### config.mk
export PLATFORM = sky130hd
export DESIGN_NAME = tmr_port_mux
export DESIGN_NICKNAME = d
export VERILOG_FILES = /design/src/rtl/tmr_port_pkg.sv /design/src/rtl/tmr_port_latch.sv /design/src/rtl/tmr_port_sync.sv /design/src/rtl/tmr_port_drv.sv /design/src/rtl/tmr_port_mux.sv
export SDC_FILE = /design/constraint.sdc
export NUM_CORES = 1
export LEC_CHECK = 0
export ABC_CLOCK_PERIOD_IN_PS = 1000
export BUFFER_PORTS_ARGS = -buffer_cell sky130_fd_sc_hd__buf_2
export CORE_ASPECT_RATIO = 1.4
export CORE_MARGIN = 4
export CORE_UTILIZATION = 37
export DETAILED_ROUTE_END_ITERATION = 7
export PLACE_DENSITY = 0.79
export SLEW_MARGIN = 20
export SYNTH_ARGS = -nofsm -noshare
export SYNTH_HDL_FRONTEND = slang
export SYNTH_HIERARCHICAL = 1
export SYNTH_SLANG_ARGS = --single-unit
### constraint.sdc
create_clock -name clk -period 1 [get_ports clk]
set_input_delay 0.05 -clock clk [delete_from_list [all_inputs] [get_ports clk]]
set_output_delay 0.05 -clock clk [all_outputs]
set_load 0.02 [all_outputs]
### src/rtl/tmr_port_pkg.sv
package tmr_port_pkg;

    typedef enum logic [1:0] {
        ROLE_IN  = 2'd0,
        ROLE_GPO = 2'd1,
        ROLE_TMR = 2'd2
    } pin_role_e;

    // The timer role takes precedence over the direction bit.
    function automatic pin_role_e role_of(input logic dir_bit, input logic tmr_bit);
        if (tmr_bit)      return ROLE_TMR;
        else if (dir_bit) return ROLE_GPO;
        else              return ROLE_IN;
    endfunction

endpackage

### src/rtl/tmr_port_latch.sv
module tmr_port_latch #(
    parameter int W = 8
) (
    input  logic         clk,
    input  logic         rst_n,
    input  logic         wr_i,
    input  logic [W-1:0] wdata_i,
    output logic [W-1:0] lat_o
);

    typedef struct packed {
        logic [W-1:0] lat;
    } lat_st_t;

    lat_st_t st_d, st_q;

    always_comb begin
        st_d = st_q;
        if (wr_i) begin
            st_d.lat = wdata_i;
        end
    end

    always_ff @(posedge clk or negedge rst_n) begin
        if (!rst_n) begin
            st_q <= '0;
        end else begin
            st_q <= st_d;
        end
    end

    assign lat_o = st_q.lat;


    wr_store_chk: assert property (@(posedge clk) disable iff (!rst_n)
        wr_i |=> (lat_o == $past(wdata_i)));

endmodule

### src/rtl/tmr_port_sync.sv
module tmr_port_sync #(
    parameter int W      = 8,
    parameter int STAGES = 2
) (
    input  logic         clk,
    input  logic         rst_n,
    input  logic [W-1:0] pin_i,
    output logic [W-1:0] sync_o
);

    typedef struct packed {
        logic [STAGES-1:0][W-1:0] stg;
        logic                     warm;
    } sync_st_t;

    sync_st_t st_d, st_q;

    always_comb begin
        st_d        = st_q;
        st_d.warm   = 1'b1;
        st_d.stg[0] = pin_i;
        for (int s = 1; s < STAGES; s++) begin
            st_d.stg[s] = st_q.stg[s-1];
        end
    end

    always_ff @(posedge clk or negedge rst_n) begin
        if (!rst_n) begin
            st_q <= '0;
        end else begin
            st_q <= st_d;
        end
    end

    assign sync_o = st_q.stg[STAGES-1];


    first_stage_chk: assert property (@(posedge clk) disable iff (!rst_n || !st_q.warm)
        st_q.stg[0] == $past(pin_i));

    for (genvar s = 1; s < STAGES; s++) begin : g_chain_chk

        stage_shift_chk: assert property (@(posedge clk) disable iff (!rst_n || !st_q.warm)
            st_q.stg[s] == $past(st_q.stg[s-1]));
    end

endmodule

### src/rtl/tmr_port_drv.sv
module tmr_port_drv
    import tmr_port_pkg::*;
#(
    parameter int W   = 8,
    parameter int ACC = 7
) (
    input  logic [W-1:0] dir_i,
    input  logic [W-1:0] sel0_i,
    input  logic [W-1:0] sel1_i,
    input  logic         mask_acc_i,
    input  logic [W-1:0] lvl_i,
    input  logic [W-1:0] lat_i,
    input  logic [W-1:0] pin_i,
    input  logic         acc_sync_i,
    output logic [W-1:0] pin_o,
    output logic [W-1:0] oe_o,
    output logic [W-1:0] rdata_o,
    output logic         pacc_en_o,
    output logic         pacc_o
);

    pin_role_e role [W];

    for (genvar n = 0; n < W; n++) begin : g_pin
        logic tmr_on;
        if (n == ACC) begin : g_shared
            assign tmr_on = sel0_i[n] | sel1_i[n] | mask_acc_i;
        end else begin : g_plain
            assign tmr_on = sel0_i[n] | sel1_i[n];
        end

        always_comb begin
            role[n] = role_of(dir_i[n], tmr_on);
            unique case (role[n])
                ROLE_TMR: begin
                    oe_o[n]    = 1'b1;
                    pin_o[n]   = lvl_i[n];
                    rdata_o[n] = lat_i[n];
                end
                ROLE_GPO: begin
                    oe_o[n]    = 1'b1;
                    pin_o[n]   = lat_i[n];
                    rdata_o[n] = lat_i[n];
                end
                default: begin
                    oe_o[n]    = 1'b0;
                    pin_o[n]   = 1'b0;
                    rdata_o[n] = pin_i[n];
                end
            endcase
        end
    end

    always_comb begin
        pacc_en_o = ~(sel0_i[ACC] | sel1_i[ACC] | mask_acc_i);
        pacc_o    = pacc_en_o & acc_sync_i;
    end

endmodule

### src/rtl/tmr_port_mux.sv
module tmr_port_mux #(
    parameter int W           = 8,
    parameter int SYNC_STAGES = 2,
    parameter int ACC_PIN     = 7
) (
    input  logic         clk,
    input  logic         rst_n,
    input  logic         bus_wr_i,
    input  logic [W-1:0] bus_wdata_i,
    output logic [W-1:0] bus_rdata_o,
    input  logic [W-1:0] dir_i,
    input  logic [W-1:0] oc_sel0_i,
    input  logic [W-1:0] oc_sel1_i,
    input  logic         oc7_mask_i,
    input  logic [W-1:0] oc_pin_lvl_i,
    input  logic         oc7_cnt_rst_i,
    output logic         cnt_rst_o,
    input  logic [W-1:0] pin_i,
    output logic [W-1:0] pin_o,
    output logic [W-1:0] pin_oe_o,
    output logic [W-1:0] cap_o,
    output logic         pacc_en_o,
    output logic         pacc_o
);

    logic [W-1:0] lat_w;
    logic [W-1:0] sync_w;

    tmr_port_latch #(.W(W)) u_latch (
        .clk     (clk),
        .rst_n   (rst_n),
        .wr_i    (bus_wr_i),
        .wdata_i (bus_wdata_i),
        .lat_o   (lat_w)
    );

    tmr_port_sync #(.W(W), .STAGES(SYNC_STAGES)) u_sync (
        .clk    (clk),
        .rst_n  (rst_n),
        .pin_i  (pin_i),
        .sync_o (sync_w)
    );

    tmr_port_drv #(.W(W), .ACC(ACC_PIN)) u_drv (
        .dir_i      (dir_i),
        .sel0_i     (oc_sel0_i),
        .sel1_i     (oc_sel1_i),
        .mask_acc_i (oc7_mask_i),
        .lvl_i      (oc_pin_lvl_i),
        .lat_i      (lat_w),
        .pin_i      (pin_i),
        .acc_sync_i (sync_w[ACC_PIN]),
        .pin_o      (pin_o),
        .oe_o       (pin_oe_o),
        .rdata_o    (bus_rdata_o),
        .pacc_en_o  (pacc_en_o),
        .pacc_o     (pacc_o)
    );

    assign cap_o     = sync_w;
    assign cnt_rst_o = oc7_cnt_rst_i;


    pacc_follow_chk: assert property (@(posedge clk) disable iff (!rst_n)
        pacc_en_o |-> (pacc_o == cap_o[ACC_PIN]));


    ovr_level_chk: assert property (@(posedge clk) disable iff (!rst_n)
        oc7_mask_i |-> (pin_oe_o[ACC_PIN] && (pin_o[ACC_PIN] == oc_pin_lvl_i[ACC_PIN])));


    rd_latch_chk: assert property (@(posedge clk) disable iff (!rst_n)
        (bus_wr_i && dir_i[0] && $stable(dir_i)) |=> (bus_rdata_o[0] == $past(bus_wdata_i[0])));

endmodule

==> results.cfg, run 1 <==
[worst_setup_path]
crit_path_cell_trace = nand2_1, o31ai_2, buf_4
crit_required_ps = 950
crit_path_top_delay_cell = dfrtp_1
crit_cells = 3
crit_end = pin_o[2]
crit_buf_inv = 1
r2r-end = u_latch/lat_o[2]
start_kind = flip-flop
cpLargestDelayFamily = flip-flops
max_stage_delay_ps = 400
critical_path_class = reg -> out
startpoint = u_latch/lat_o[2]
cp.arrival_ps = 1200
reg2reg_depth = 2
r2r_slack_ps = 80
cp-end-kind = output port
r2r-start = u_latch/lat_o[2]
worstPathMaxFanout = 3

[cts]
clock-sinks = 24
cts_root_buffer = clkbuf_4
clkTransAtPathRegs_ps = 130
worstSkewPairLatency_ps = 310
tritoncts = done
h-tree-depth = 1
cts_max_path_buffers = 2
cts_made_buffers = 3

[floorplan]
start_util_pct = 39.0
core_area_um2 = 2640
dieArea_um2 = 3710
fp-row-count = 22
io_pins = 88
die_y_um = 70.5
die_width_um = 52.6

[routing]
vias = 1120
routed_wirelength_um = 3470
drc = 0
vias_per_cell = 4.87
first_pass_iters = 4
wl_per_cell_um = 15.1
antenna_left = 0
dr.first_iter.drc_count = 26

[final_layout]
fin_util_pct = 72.9
final_cell_mix = 70 x buf_2, 24 x dfrtp_1, 19 x buf_4
layout-drive-gt1-share_pct = 65.5
antenna_cells = 0
final_area_um2 = 1930
fill_cells = 193
final_nets = 248
final_cell_count_no_fill = 230
final_common_cell = buf_2
areaGrowthSynthToFinish_pct = 86.8

[yosys]
synth.distinct_cells = 14
ys_ff_latch = 24
yosys.area_share.xor_xnor_pct = 0
synth_top_family_by_area = multiplexers
synth_cells = 76
avgSynthCellArea_um2 = 13.6
yosys_warnings = 6
syn_area_um2 = 1030
synth_top_area_share_pct = 58.3
synth_fa_ha_area_share_pct = 0
synth_compound_area_share_pct = 8.50
synth_area_leaders = dfrtp_1 58%, mux2_4 13%, mux2_2 7.6%
synth.largest_area_cell = dfrtp_1
synth.area.mux_share_pct = 21.7
synthesis.nets = 129
yosys.area_share.simple_pct = 9.34
ys_seq_area_share_pct = 58.3

[sta]
setup_viol_count_final = 17
period_minus_slack_ps = 1250
max_freq_ghz = 0.797
worst_pin_slew_ps = 519
slew_headroom_pct = 65.4
drv_slew = 0
layout_setup_ws_ps = -255
hold_slack_ps = 100
hold_violations = 0
clock_skew_ps = 0.866
grt_setup_unrepaired = yes
finalCritPeriodShare_pct = 125

[status]
status = complete, but fails checks
violations = negative setup slack

[placed_design]
gp_congestion = 0.769
place_area_um2 = 1560
dp_cells = 205
place_ws_ps = -205
dp_hpwl_um = 2470
port_buffers = 85

[global_routing]
grt_pass1_vias = 1332
antenna_found_initial = 0
grt_max_degree = 25
grt_usage_pct = 19.6
grt_pass1_wl_um = 5470
grt_overflow_total = 0

[hold_path]
hold_class = in -> out

[flow_run]
cap_viol_max_count = 0

[pwr]
irDropWorstVdd_mv = 0.779
leakagePower_nw = 1.00
powerDensity_nw_per_um2 = 1200
## synth_stat cells
| master | instances |
|---|---|
| and2_1 | 1 |
| dfrtp_1 | 24 |
| or4_4 | 1 |
| nor3_1 | 1 |
| o21ai_0 | 7 |
| mux2i_1 | 1 |
| or3_1 | 7 |
| inv_1 | 1 |
| buf_4 | 1 |
| mux2_2 | 7 |
| o31ai_1 | 7 |
| buf_6 | 1 |
| mux2_4 | 9 |
| nand2_1 | 8 |
## sequential cells by signal, indices dropped and copies added, names as in the netlist
register	count
u_sync/sync_o	8
u_sync/st_d	8
u_latch/lat_o	8
## logic make-up after synthesis
kind of cell           count (synthesis)
flip-flops                            24
AO/OA/AOI/OAI                         14
buffers and inverters                  3
multiplexers                          17
AND/OR/NAND/NOR                       18
## per-stage QoR
stage / total power, mW / TNS (ps)
final: 2.31 / -3220
after global placement: 1.61 / -286
after CTS: 2.29 / -3230
after global routing: 2.41 / -4060
after floorplan: 1.37 / -33.5
after detailed placement: 1.64 / -460
## timing repair
| item | 4_1_cts | 5_1_grt |
|---|---|---|
| setup endpoints to repair | 17 | 17 |
| cloned | 0 | 0 |
| gates resized for setup | 29 | 8 |
| endpoints found under the hold margin | 40 | 0 |
| pin swaps | 3 | 1 |
| buffers inserted | 4 | 0 |
| hold buffers | 17 | 0 |
## report_power, final
group / switching, mW / leakage [nW] / total [mW] / internal (mW)
registers: 0.0356 / 0.280 / 1.07 / 1.03
logic: 0.326 / 0.699 / 0.730 / 0.404
clock network: 0.290 / 0.0210 / 0.513 / 0.223
total: 0.651 / 1.00 / 2.31 / 1.66
## worst min path at each step
stage	startpoint	to	slack, ps	cells after the start
finish	oc7_cnt_rst_i	cnt_rst_o	100	0
global route	oc7_cnt_rst_i	cnt_rst_o	100	0
CTS	oc7_cnt_rst_i	cnt_rst_o	100	0
detailed placement	rst_n	u_sync/st_d[9]	60	1
global placement	rst_n	u_sync/sync_o[0]	40	1
floorplan	rst_n	u_latch/lat_o[0]	-250	0
## area by class of cell
class	instances	area, µm²	share of cell area (%)
Multi-Input combinational cell	49	464	24.1
Inverter	1	3.75	0.195
Timing Repair Buffer	116	776	40.3
Sequential cell	24	601	31.2
Clock buffer	4	36.3	1.88
Tap cell	36	45.0	2.34
## per-layer routing
| metal | share of wire [%] | track usage [%] |
|---|---|---|
| met5 | 0 | 0 |
| met4 | 4.1 | 13.4 |
| met3 | 6.3 | 3.20 |
| met2 | 58 | 37.2 |
| met1 | 31 | 17.5 |
No activity file was read; power rests on OpenSTA's default activity.
==> inputs of run 2 (changes only) <==
--- a/config.mk
+++ b/config.mk
@@ -7,7 +7,6 @@
 export LEC_CHECK = 0
 export ABC_CLOCK_PERIOD_IN_PS = 1000
 export BUFFER_PORTS_ARGS = -buffer_cell sky130_fd_sc_hd__buf_2
-export CORE_ASPECT_RATIO = 1.4
 export CORE_MARGIN = 4
 export CORE_UTILIZATION = 37
 export DETAILED_ROUTE_END_ITERATION = 7
==> run 2 against run 1 <==
Against the previous run:
- the flow still finishes with violations (negative setup slack)
- cell area is 0.71% higher
- first-iteration DRC count rose by 58%
- sequential cell count is the same
- hold slack hardly changed
- combinational power up 2.7%
- count of clock-buffer cells in the layout fell by 1
- wire length grew 9.7%
- global-route usage grew 1.4 points
- largest power group unchanged
==> results.cfg, run 2 (same netlist as run 1, synthesis figures left out) <==
[status]
status = complete, but fails checks
violations = negative setup slack

[sta]
max_freq_ghz = 0.814
drv_slew = 0
worst_pin_slew_ps = 525
period_minus_slack_ps = 1230
grt_setup_unrepaired = yes
layout_setup_ws_ps = -228
setup_viol_count_final = 18
hold_slack_ps = 100
finalCritPeriodShare_pct = 123
slew_headroom_pct = 65.0
fin_tns_setup_ps = -3300
clock_skew_ps = 1.50
hold_violations = 0

[final_layout]
final_nets = 250
final_cell_mix = 71 x buf_2, 24 x dfrtp_1, 19 x buf_4
antenna_cells = 0
layout-drive-gt1-share_pct = 64.8
multiInputGateArea_um2 = 453
fin_util_pct = 75.5
seq_area_um2 = 601
fill_cells = 163
final_cell_count_no_fill = 226
final_common_cell = buf_2
final_area_um2 = 1940
areaGrowthSynthToFinish_pct = 88.1

[placed_design]
dp_hpwl_um = 2420
place_ws_ps = -206
place_area_um2 = 1560
port_buffers = 85
gp_congestion = 0.663
dp_cells = 199

[pwr]
irDropWorstVdd_mv = 1.51
clkPwrFrac_pct = 27.8
seqPwrFrac_pct = 42.5
powerDensity_nw_per_um2 = 1300
switchingPower_uw = 673
combPwrFrac_pct = 29.7
power.total_mw = 2.52
leakagePower_nw = 1.01
intPower_mw = 1.85
switching_share_pct = 26.7

[worst_setup_path]
r2r_slack_ps = -10
r2r-end = u_latch/lat_o[2]
cp.arrival_ps = 1180
start_kind = flip-flop
startpoint = u_latch/lat_o[5]
cp-end-kind = output port
critical_path_class = reg -> out
reg2reg_depth = 3
worstPathMaxFanout = 3
crit_end = pin_o[5]
r2r-start = u_latch/lat_o[2]
crit_required_ps = 950

[cts]
tritoncts = done
h-tree-depth = 1
worstSkewPairLatency_ps = 310
cts_made_buffers = 3
clkTransAtPathRegs_ps = 130
clock-sinks = 24
cts_max_path_buffers = 2
cts_root_buffer = clkbuf_4

[global_routing]
grt_max_degree = 25
antenna_found_initial = 0
grt_pass1_wl_um = 5600
grt_usage_pct = 21.0
grt_overflow_total = 0
grt_pass1_vias = 1225

[flow_run]
cap_viol_max_count = 0

[floorplan]
io_pins = 88
start_util_pct = 40.2
fp-row-count = 18
core_area_um2 = 2570
die_y_um = 60.8
die_width_um = 60.8
dieArea_um2 = 3690

[routing]
wl_per_cell_um = 16.8
vias = 1133
vias_per_cell = 5.01
antenna_left = 0
routed_wirelength_um = 3810
drc = 0
dr.first_iter.drc_count = 41
first_pass_iters = 4

[hold_path]
min_path_cells = 0
hold_class = in -> out
## run 2: final cells by class
type	count	area share, %
clock inverters	1	1.55
inverters	1	0.194
flip-flops and latches	24	31.0
multi-input cells	49	23.4
clock buffers	3	1.16
well taps	30	1.94
repair buffers	118	40.8
## run 2: critical path, cell delays in order, from the launching register on
cell and delay, ps:
dfrtp_1 400, nand2_1 60, o31ai_1 190, buf_2 210
## run 2: power by group through the flow
stage / Clock [mW] / Sequential [mW] / Combinational, mW
after floorplan: 0 / 1.10 / 0.265
after global placement: 0 / 1.08 / 0.531
after detailed placement: 0 / 1.09 / 0.548
after CTS: 0.719 / 1.07 / 0.706
after global routing: 0.761 / 1.08 / 0.794
final: 0.702 / 1.07 / 0.750
## run 2: how the worst min path moves through the flow
| stage | start | endpoint |
|---|---|---|
| 6_report | oc7_cnt_rst_i | cnt_rst_o |
| 3_3_place_gp | rst_n | u_latch/lat_o[0] |
| 5_1_grt | oc7_cnt_rst_i | cnt_rst_o |
| 2_1_floorplan | rst_n | u_latch/lat_o[0] |
| 3_5_place_dp | rst_n | u_latch/lat_o[0] |
| 4_1_cts | oc7_cnt_rst_i | cnt_rst_o |
## run 2: per-layer routing
metal	wire length [µm]	track usage, %
met5	0	0
met4	83	7.12
met3	323	3.40
met2	2130	42.4
met1	1270	21.2
## run 2: timing repair
item	in CTS	in global routing
endpoints found under the hold margin	40	0
hold buffers	17	0
buffers inserted	4	2
pin swaps	2	1
endpoints found under the setup margin	17	17
gates resized for setup	28	6
